<file path="config.mk">
export PLATFORM = sky130hd
export DESIGN_NAME = pwm10_dbuf
export DESIGN_NICKNAME = d
export VERILOG_FILES = /design/src/rtl/pwm10_dbuf.sv
export SDC_FILE = /design/constraint.sdc
export NUM_CORES = 1
export LEC_CHECK = 0
export BUFFER_PORTS_ARGS = -buffer_cell sky130_fd_sc_hd__buf_2
export CAP_MARGIN = 20
export CORE_MARGIN = 8
export CORE_UTILIZATION = 52
export CTS_CLUSTER_SIZE = 8
export DETAILED_ROUTE_END_ITERATION = 8
export PLACE_DENSITY = 0.79
export SLEW_MARGIN = 15
export SYNTH_ARGS = -nofsm -noshare
export SYNTH_HDL_FRONTEND = slang
export SYNTH_SLANG_ARGS = --single-unit
</file>
<file path="constraint.sdc">
create_clock -name clk -period 2.9 [get_ports clk]
set_clock_uncertainty 0.1 [all_clocks]
set_input_delay 0.435 -clock clk [delete_from_list [all_inputs] [get_ports clk]]
set_output_delay 0.435 -clock clk [all_outputs]
set_load 0.03 [all_outputs]
</file>
<file path="src/rtl/pwm10_dbuf.sv">
module pwm10_dbuf #(
  parameter int TMR_W  = 8,
  parameter int SUB_W  = 2,
  parameter int MODE_W = 2,
  parameter logic [MODE_W-1:0] MODE_PWM = 2'b11,
  localparam int DW = TMR_W + SUB_W
) (
  input  logic              clk,
  input  logic              rst_n,
  input  logic              tick,
  input  logic [MODE_W-1:0] mode,
  input  logic [TMR_W-1:0]  period,
  input  logic [TMR_W-1:0]  duty_hi,
  input  logic [SUB_W-1:0]  duty_lo,
  input  logic              port_dat,
  input  logic              dir_out,
  output logic              pin_o,
  output logic              pin_oe,
  output logic [DW-1:0]     duty_rd
);

  logic [TMR_W-1:0] tmr_q;
  logic [SUB_W-1:0] sub_q;
  logic [DW-1:0]    shd_q;
  logic             pwm_q;

  wire          active   = (mode == MODE_PWM);
  wire          per_hit  = (tmr_q == period) && (&sub_q);
  wire [DW-1:0] base_nx  = {tmr_q, sub_q} + DW'(1);
  wire [DW-1:0] duty_new = {duty_hi, duty_lo};

  always_ff @(posedge clk or negedge rst_n) begin
    if (!rst_n) begin
      tmr_q <= '0;
      sub_q <= '0;
      shd_q <= '0;
      pwm_q <= 1'b0;
    end else if (!active) begin
      tmr_q <= '0;
      sub_q <= '0;
      shd_q <= '0;
      pwm_q <= 1'b0;
    end else if (tick) begin
      if (per_hit) begin
        tmr_q <= '0;
        sub_q <= '0;
        shd_q <= duty_new;
        pwm_q <= |duty_new;
      end else begin
        {tmr_q, sub_q} <= base_nx;
        if (base_nx == shd_q) pwm_q <= 1'b0;
      end
    end
  end

  assign pin_o   = active ? pwm_q : port_dat;
  assign pin_oe  = dir_out;
  assign duty_rd = shd_q;

  p_reload_r2: assert property (@(posedge clk) disable iff (!rst_n)
    (active && tick && per_hit) |=> (duty_rd == $past(duty_new)) && (tmr_q == '0) && (sub_q == '0));

  p_shadow_hold_r5: assert property (@(posedge clk) disable iff (!rst_n)
    (active && !(tick && per_hit)) |=> $stable(duty_rd));

  p_low_stays_r4: assert property (@(posedge clk) disable iff (!rst_n)
    (active && !pwm_q && !(tick && per_hit)) |=> !pwm_q);

  p_zero_duty_r6: assert property (@(posedge clk) disable iff (!rst_n)
    (active && shd_q == '0) |-> !pin_o);

  p_off_clear_r7: assert property (@(posedge clk) disable iff (!rst_n)
    !active |=> (tmr_q == '0) && (sub_q == '0) && (duty_rd == '0) && !pwm_q);

  p_no_tick_hold_r9: assert property (@(posedge clk) disable iff (!rst_n)
    (active && !tick) |=> $stable(tmr_q) && $stable(sub_q) && $stable(pwm_q));

endmodule

</file>
# After elaboration in Yosys (flattened, before gate mapping)
# Index checks and enable logic that the tools add are counted.
# word_totals
reg_bits	21
inputBits	25
output_inout_bits	12
word_cells	30
# classes
add_sub_neg	1
eq_ne	6
muxes	14
n_reduce_logical	5
# op_table
cell	count
10-bit two-way mux	3
8-bit two-way mux	3
10-bit by 1-bit adder with 10-bit output, second input constant	1
10-bit == test	1
10-bit OR reduction	1
8-bit == test	1
2-bit two-way mux	3
2-bit AND reduction	3
1-bit two-way mux	5
3-bit by 1-bit != test with 1-bit output, second input constant	1
2-bit == test, second input constant	1
2-bit by 1-bit != test with 1-bit output, second input constant	1
2-bit != test, second input constant	1
1-bit logical AND	1

# Logic depth before layout (Yosys ltp)
# Gate-level depths: netlist of run 1.
# depth
word_depth	6
ltp_mapped	8
mapped_depth_nobuf	7

# Least setup slack after synthesis of run 1
# Ideal clock, no wire load.
# synth_timing
path_type	reg-to-reg
start	register sub_q[0]
end	register pwm_q
setup_time_ns	0.128
t_arrival_ns	2.090
t_required_ns	2.672
slack_ns	0.582
stages_incl_launch_ff	8
n_path_buf	0
synth_period_minus_slack_ns	2.318
path_cell_list	dfrtp_1 > ha_1 > inv_1 > or4_1 > a21boi_1 > a221oi_1 > o41ai_1 > mux2_1
# synth_between
elab_chain_cells	5
word_cells_on_any_way	9
cone_classes	add/sub (1); eq/ne (2); mux (3); reduce/logical (3)
# synth_lines
element	line	source
start: declaration	23	logic [SUB_W-1:0] sub_q;
start signal: assignment	50	{tmr_q, sub_q} <= base_nx;
parallel branches: the longest is 5 deep, another holds 10-bit by 1-bit adder with 10-bit output	--	
end signal: assignment	48	pwm_q <= |duty_new;
end: declaration	25	logic pwm_q;
# Several ways; the timed one is not identified. The select of a mux whose other input is x is not followed.
# A chain may end at the register's enable or synchronous reset.

# Worst setup path after layout of run 1
# Ends and elaborated chain as after synthesis.

==> results of run 1 <==
cell type report:
cell class / count / area [um2] / share of cell area, %
Multi-Input combinational cell: 129 / 796 / 49.7
Sequential cell: 21 / 526 / 32.8
Timing Repair Buffer: 39 / 210 / 13.1
Tap cell: 30 / 37.5 / 2.35
Clock buffer: 3 / 22.5 / 1.41
Clock inverter: 1 / 5.00 / 0.313
Inverter: 1 / 3.75 / 0.235
state kept, by name, summed over array words and instances (netlist names):
| name | flops |
|---|---|
| duty_rd | 10 |
| tmr_q | 8 |
| sub_q | 2 |
| pwm_q | 1 |
routing by layer:
layer | track usage [%] | wire length [um] | vias to the layer above | share of wire, %
met1 | 20.6 | 1540 | 616 | 44
met4 | 6.79 | 75 | 0 | 2.1
met5 | 0 | 0 | - | 0
met3 | 3.81 | 239 | 9 | 6.8
met2 | 27.5 | 1640 | 52 | 47
li1 | - | - | 649 | -
worst max path at each step:
stage	depth (start not counted)	endpoint	from
2_1_floorplan	7	pwm_q	sub_q[0]
3_3_place_gp	8	pwm_q	sub_q[0]
3_5_place_dp	8	pwm_q	sub_q[0]
4_1_cts	8	pwm_q	sub_q[0]
5_1_grt	8	pwm_q	sub_q[0]
6_report	8	pwm_q	sub_q[0]
kinds of logic (layout without fill, tap and decap cells):
logic type | Yosys count | after routing | share of synthesized area, %
xor gates and xnor gates | 21 | 21 | 13.2
and+or+nand+nor | 63 | 63 | 22.8
DFF | 21 | 21 | 37.8
buffers and inverters | 14 | 44 | 4.95
AOI/OAI and AO/OA | 42 | 42 | 18.7
adders and majority gates | 1 | 1 | 0.900
muxes | 2 | 2 | 1.62
through the flow:
step,hold WS (ns),worst slack [ns]
2_1_floorplan,0.0394,0.582
3_3_place_gp,0.310,0.477
3_5_place_dp,0.318,0.320
4_1_cts,0.276,0.289
5_1_grt,0.284,0.151
6_report,0.276,0.257
worst min-delay path, cell delays in order:
cell,delay (ns)
buf_2,0.10
nand3_1,0.07
o21ai_0,0.06
power by group:
group          total, mW  internal, mW  switching, mW
combinational      0.102        0.0402         0.0617
sequential         0.311         0.301         0.0101
clock              0.147        0.0517         0.0951
placed cells by master, fill, tap and decap left out, drive strengths merged, types with 4 or more instances in the layout:
cell   instances
xnor2         15
o31ai          7
a21oi          4
nand3         16
nor2b          6
dfrtp         21
o21ai         20
nor2           7
nand2         20
buf           38
nor4           4
xor2           6
timing repair:
item	CTS	global route
endpoints found under the hold margin	21	0
hold buffers	1	0
gates resized for setup	0	0
==> impl_metrics.csv, run 1 <==
group,metric,value,unit
status,status,"finished, final reports clean",
power,powerDensity,350,nW/um2
clocking,clockBufferDepth,2,
logic_synthesis,synth_top_area_cell,"dfrtp_1",
floorplan,core,2500,um2
detailed_routing,vias,1326,
logic_synthesis,yosysMostFrequentCell,"dfrtp_1",
worst_setup_path,crit_slowest_cell,"dfrtp_1",
worst_setup_path,r2r-start,"sub_q[0]",
logic_synthesis,yosys.area.top_type_share,37.8,%
worst_setup_path,r2r-end,"pwm_q",
worst_setup_path,required,3.00,ns
global_routing,grt-ovfl-total,0,
cells_and_area,utilization,64.0,%
sta,fin_crit_sh,91.1,%
worst_setup_path,crit_family,"compound AO/OA/AOI/OAI gates",
logic_synthesis,async_flop_share,100,%
sta,worstMarginPinSlew,0.659,ns
sta,final_max_slew_viol_count,0,
power,power.leakage,0.721,nW
clocking,cts_made_buffers,3,
sta,max-slew-margin-rel,55.9,%
detailed_routing,drc_errors,0,
logic_synthesis,yosys-top-cells-count,"dfrtp_1, nand2_1, o21ai_0",
cells_and_area,antennaDiodeCount,0,
min_path,hold_start,"duty_hi[0]",
detailed_routing,dr.pass1.iters,5,
worst_setup_path,cpPeakStageDelay,0.46,ns
global_routing,grt_max_degree,22,
floorplan,io_pins,37,
logic_synthesis,synth_nets,190,
sta,hold_viol_final,0,
logic_synthesis,synth_seq_area_share,37.8,%
cells_and_area,design_area,1600,um2
logic_synthesis,synth-main-ff-cell,"dfrtp_1",
clocking,cts_tree,"built",
logic_synthesis,syn_inst,164,
global_routing,grtUsageTotal,16.7,%
detailed_routing,vias_per_cell,5.92,
clocking,post-cts-setup-buffers,0,
floorplan,rows,18,
sta,setup_viol,0,
placement,hpwlAfterDp,2750,um
logic_synthesis,mappedNetlistArea,1390,um2
detailed_routing,wl_per_cell,15.6,um
clocking,clock-root-buffer,"clkbuf_4",
power,peakVddDrop,0.259,mV
worst_setup_path,crit_chain,"ha_1 > buf_4 > and3_1 > a21o_1 > a211oi_1 > a221oi_1 > o41ai_1 > mux2_1",
cells_and_area,final-instance-count-excl-fill,224,
logic_synthesis,ys_types,35,
logic_synthesis,synth-seq-cells,21,
logic_synthesis,yosys-top-cells-area,"dfrtp_1, xnor2_1, o21ai_0",
cells_and_area,fillers,219,
power,power,0.559,mW
cells_and_area,drive_gt1_share,22.7,%
detailed_routing,wirelength,3500,um
min_path,whs_endpoint,"duty_rd[2]",
placement,place_congestion,0.902,
sta,fin_crit,2.64,ns
placement,dpl.cell_count,219,
cells_and_area,final_nets,221,
global_routing,grt_pass1_wl,6000,um
global_routing,antenna_found_initial,0,
global_routing,first_global_vias,1310,
clocking,htree_levels,1,
worst_setup_path,crit_buf_inv,1,
floorplan,fp.dieH,67.7,um
logic_synthesis,synth-edff-count,0,
detailed_routing,drtIter0Drc,49,
worst_setup_path,start_kind,"register",
worst_setup_path,critical_path.max_fanout,10,
detailed_routing,antenna_left,0,
floorplan,dieArea,4580,um2
sta,fin_tns_setup,0,ns
clocking,path_clk_slew,0.12,ns
sta,grt_setup_unrepaired,"false",
worst_setup_path,path_class,"register to register",
min_path,min_path_type,"primary input to register",
worst_setup_path,rr_worst_depth,8,
cells_and_area,syn_to_final_growth,15.1,%
run,drv_cap,0,
min_path,hold_depth,3,
worst_setup_path,r2r_slack,0.26,ns
clocking,cts.sinks,21,
sta,fmax,378,MHz
logic_synthesis,avgSynthCellArea,8.48,um2
placement,numPortBuffers,34,
floorplan,start_util,55.6,%
worst_setup_path,cp-end-kind,"register",
logic_synthesis,yosysWarnings,0,
floorplan,die_w,67.7,um
clocking,clk_latency,0.32,ns
placement,place_area,1560,um2
worst_setup_path,critPathArrivalTime,2.75,ns
No activity file was read; power rests on OpenSTA's default activity.
==> run 2: changes to the inputs <==
--- a/config.mk
+++ b/config.mk
@@ -5,12 +5,14 @@
 export SDC_FILE = /design/constraint.sdc
 export NUM_CORES = 1
 export LEC_CHECK = 0
+export ABC_AREA = 1
 export BUFFER_PORTS_ARGS = -buffer_cell sky130_fd_sc_hd__buf_2
 export CAP_MARGIN = 20
 export CORE_MARGIN = 8
 export CORE_UTILIZATION = 52
 export CTS_CLUSTER_SIZE = 8
 export DETAILED_ROUTE_END_ITERATION = 8
+export HOLD_SLACK_MARGIN = 0.06
 export PLACE_DENSITY = 0.79
 export SLEW_MARGIN = 15
 export SYNTH_ARGS = -nofsm -noshare
==> impl_metrics.csv, run 2 <==
group,metric,value,unit
worst_setup_path,rr_worst_depth,10,
cells_and_area,design_area,1650,um2
floorplan,die_w,68.6,um
detailed_routing,topRoutingLayerUsed,"met4",
logic_synthesis,synth-seq-cells,21,
placement,dpl.cell_count,282,
clocking,path_clk_slew,0.12,ns
clocking,clock-root-buffer,"clkbuf_4",
detailed_routing,wirelength,3810,um
clocking,clockBufferDepth,2,
run,drv_cap,0,
clocking,cts.sinks,21,
logic_synthesis,yosysWarnings,0,
sta,fin_crit_sh,79.2,%
floorplan,core,2690,um2
min_path,min_path_type,"primary input to register",
floorplan,start_util,53.5,%
worst_setup_path,crit_chain,"ha_1 > inv_1 > a21oi_1 > nand2_1 > nor2_1 > nand3_2 > o21ai_2 > inv_1 > nand3_1 > nand2_1",
floorplan,io_pins,37,
sta,final_max_slew_viol_count,0,
detailed_routing,vias,1529,
detailed_routing,vias_per_cell,5.33,
placement,place_area,1610,um2
detailed_routing,drtIter0Drc,72,
logic_synthesis,synth-edff-count,0,
worst_setup_path,crit_slowest_cell,"o21ai_2",
worst_setup_path,required,3.03,ns
logic_synthesis,yosys-top-cells-area,"dfrtp_1, nand2_1, nand3_1",
worst_setup_path,path_class,"register to register",
detailed_routing,wl_met2,1740,um
cells_and_area,final-instance-count-excl-fill,287,
cells_and_area,largest_register_ffs,10,
cells_and_area,syn_to_final_growth,14.4,%
min_path,hold_depth,3,
clocking,post-cts-setup-buffers,0,
detailed_routing,antenna_left,0,
logic_synthesis,yosys-top-cells-count,"nand2_1, nand3_1, inv_1",
logic_synthesis,synth_seq_area_share,36.6,%
global_routing,grt_pass1_wl,6390,um
worst_setup_path,worst-path-stages,10,
logic_synthesis,synth_top_area_cell,"dfrtp_1",
floorplan,rows,19,
cells_and_area,drive_gt1_share,16.8,%
sta,setup_viol,0,
sta,fmax,435,MHz
global_routing,antenna_found_initial,0,
clocking,cts_made_buffers,3,
power,peakVddDrop,0.353,mV
placement,place_congestion,0.871,
cells_and_area,final_common_cell,"nand2_1",
clocking,htree_levels,1,
worst_setup_path,critical_path.max_fanout,20,
sta,grt_setup_unrepaired,"false",
sta,worstMarginPinSlew,0.647,ns
clocking,cts_tree,"built",
detailed_routing,wirelength_met1,1700,um
floorplan,fp.dieH,68.6,um
logic_synthesis,yosysMostFrequentCell,"nand2_1",
detailed_routing,wl_per_cell,13.3,um
sta,hold_viol_final,0,
status,status,"finished, final reports clean",
cells_and_area,final_cell_mix,"nand2_1, nand3_1, buf_2, inv_1, dfrtp_1",
detailed_routing,route.met3.wl,278,um
cells_and_area,antennaDiodeCount,0,
logic_synthesis,ys_types,24,
sta,fin_crit,2.30,ns
worst_setup_path,crit_family,"compound AO/OA/AOI/OAI gates",
logic_synthesis,avgSynthCellArea,6.48,um2
logic_synthesis,yosys.area.top_type_share,36.6,%
worst_setup_path,crit_buf_inv,2,
placement,hpwlAfterDp,3090,um
power,power.leakage,0.879,nW
logic_synthesis,async_flop_share,100,%
worst_setup_path,cpPeakStageDelay,0.54,ns
global_routing,grt_max_degree,22,
clocking,holdBufCountCts,1,
detailed_routing,dr.pass1.iters,4,
clocking,cts_resized,0,
logic_synthesis,synth-main-ff-cell,"dfrtp_1",
power,powerDensity,340,nW/um2
sta,fin_tns_setup,0,ns
cells_and_area,final_nets,283,
sta,max-slew-margin-rel,56.9,%
global_routing,first_global_vias,1513,
global_routing,grtUsageTotal,17.6,%
logic_synthesis,synth_nets,248,
worst_setup_path,cp-end-kind,"register",
worst_setup_path,critPathArrivalTime,2.42,ns
logic_synthesis,syn_inst,222,
logic_synthesis,mappedNetlistArea,1440,um2
placement,numPortBuffers,34,
floorplan,dieArea,4700,um2
worst_setup_path,start_kind,"register",
clocking,clk_latency,0.32,ns
detailed_routing,drc_errors,0,
global_routing,grt-ovfl-total,0,
sta,hold_ws,0.253,ns
run 2: logic make-up after synthesis:
group | Yosys count | share of synthesized area [%]
AND/OR/NAND/NOR | 135 | 39.7
buffers and inverters | 37 | 11.1
adder cells (fa/ha/maj) | 1 | 0.870
AO/OA/AOI/OAI | 24 | 9.40
XOR/XNOR | 4 | 2.44
flip-flops | 21 | 36.6
run 2: through the flow:
step,power [mW],util (%),setup slack [ns]
after floorplan,0.378,-,1.16
after global placement,0.416,59.9,0.663
after detailed placement,0.418,59.9,0.585
after CTS,0.569,61.2,0.575
after global routing,0.589,61.2,0.370
final,0.560,61.2,0.602
run 2: per-layer routing:
layer | GRT usage (%) | vias up
li1 | - | 783
met1 | 21.8 | 682
met2 | 29.3 | 55
met3 | 3.07 | 9
met4 | 7.93 | 0
met5 | 0 | -
run 2: report_power, final:
| group | internal [mW] | total, mW | switching (mW) |
|---|---|---|---|
| Combinational | 0.0364 | 0.104 | 0.0680 |
| Sequential | 0.301 | 0.308 | 0.00714 |
| Clock | 0.0517 | 0.148 | 0.0961 |
| Total | 0.389 | 0.560 | 0.171 |
run 2: layout make-up:
| class | instances | area, um2 |
|---|---|---|
| multi-input combinational | 164 | 753 |
| inverter | 32 | 120 |
| fill | 270 | 1040 |
| tap | 31 | 38.8 |
| timing repair buffer | 35 | 180 |
| clock inverter | 1 | 5.00 |
| clock buffer | 3 | 22.5 |
| sequential | 21 | 526 |
run 2: worst paths after layout:
check | start | to | slack [ns]
setup / recovery | sub_q[1] | pwm_q | 0.60
hold / removal | duty_lo[1] | duty_rd[1] | 0.25
setup reg to reg | sub_q[1] | pwm_q | 0.60
hold reg to reg | duty_rd[7] | duty_rd[7] | 0.44
max in group asynchronous | rst_n | tmr_q[2] | 1.86
min in group asynchronous | rst_n | duty_rd[5] | 0.51
run 2: worst reg2reg max path, cell delays in order (launching register included):
cell and delay, ns:
dfrtp_1 0.42, ha_1 0.29, inv_1 0.10, a21oi_1 0.13
nand2_1 0.06, nor2_1 0.11, nand3_2 0.13, o21ai_2 0.54
inv_1 0.16, nand3_1 0.12, nand2_1 0.05
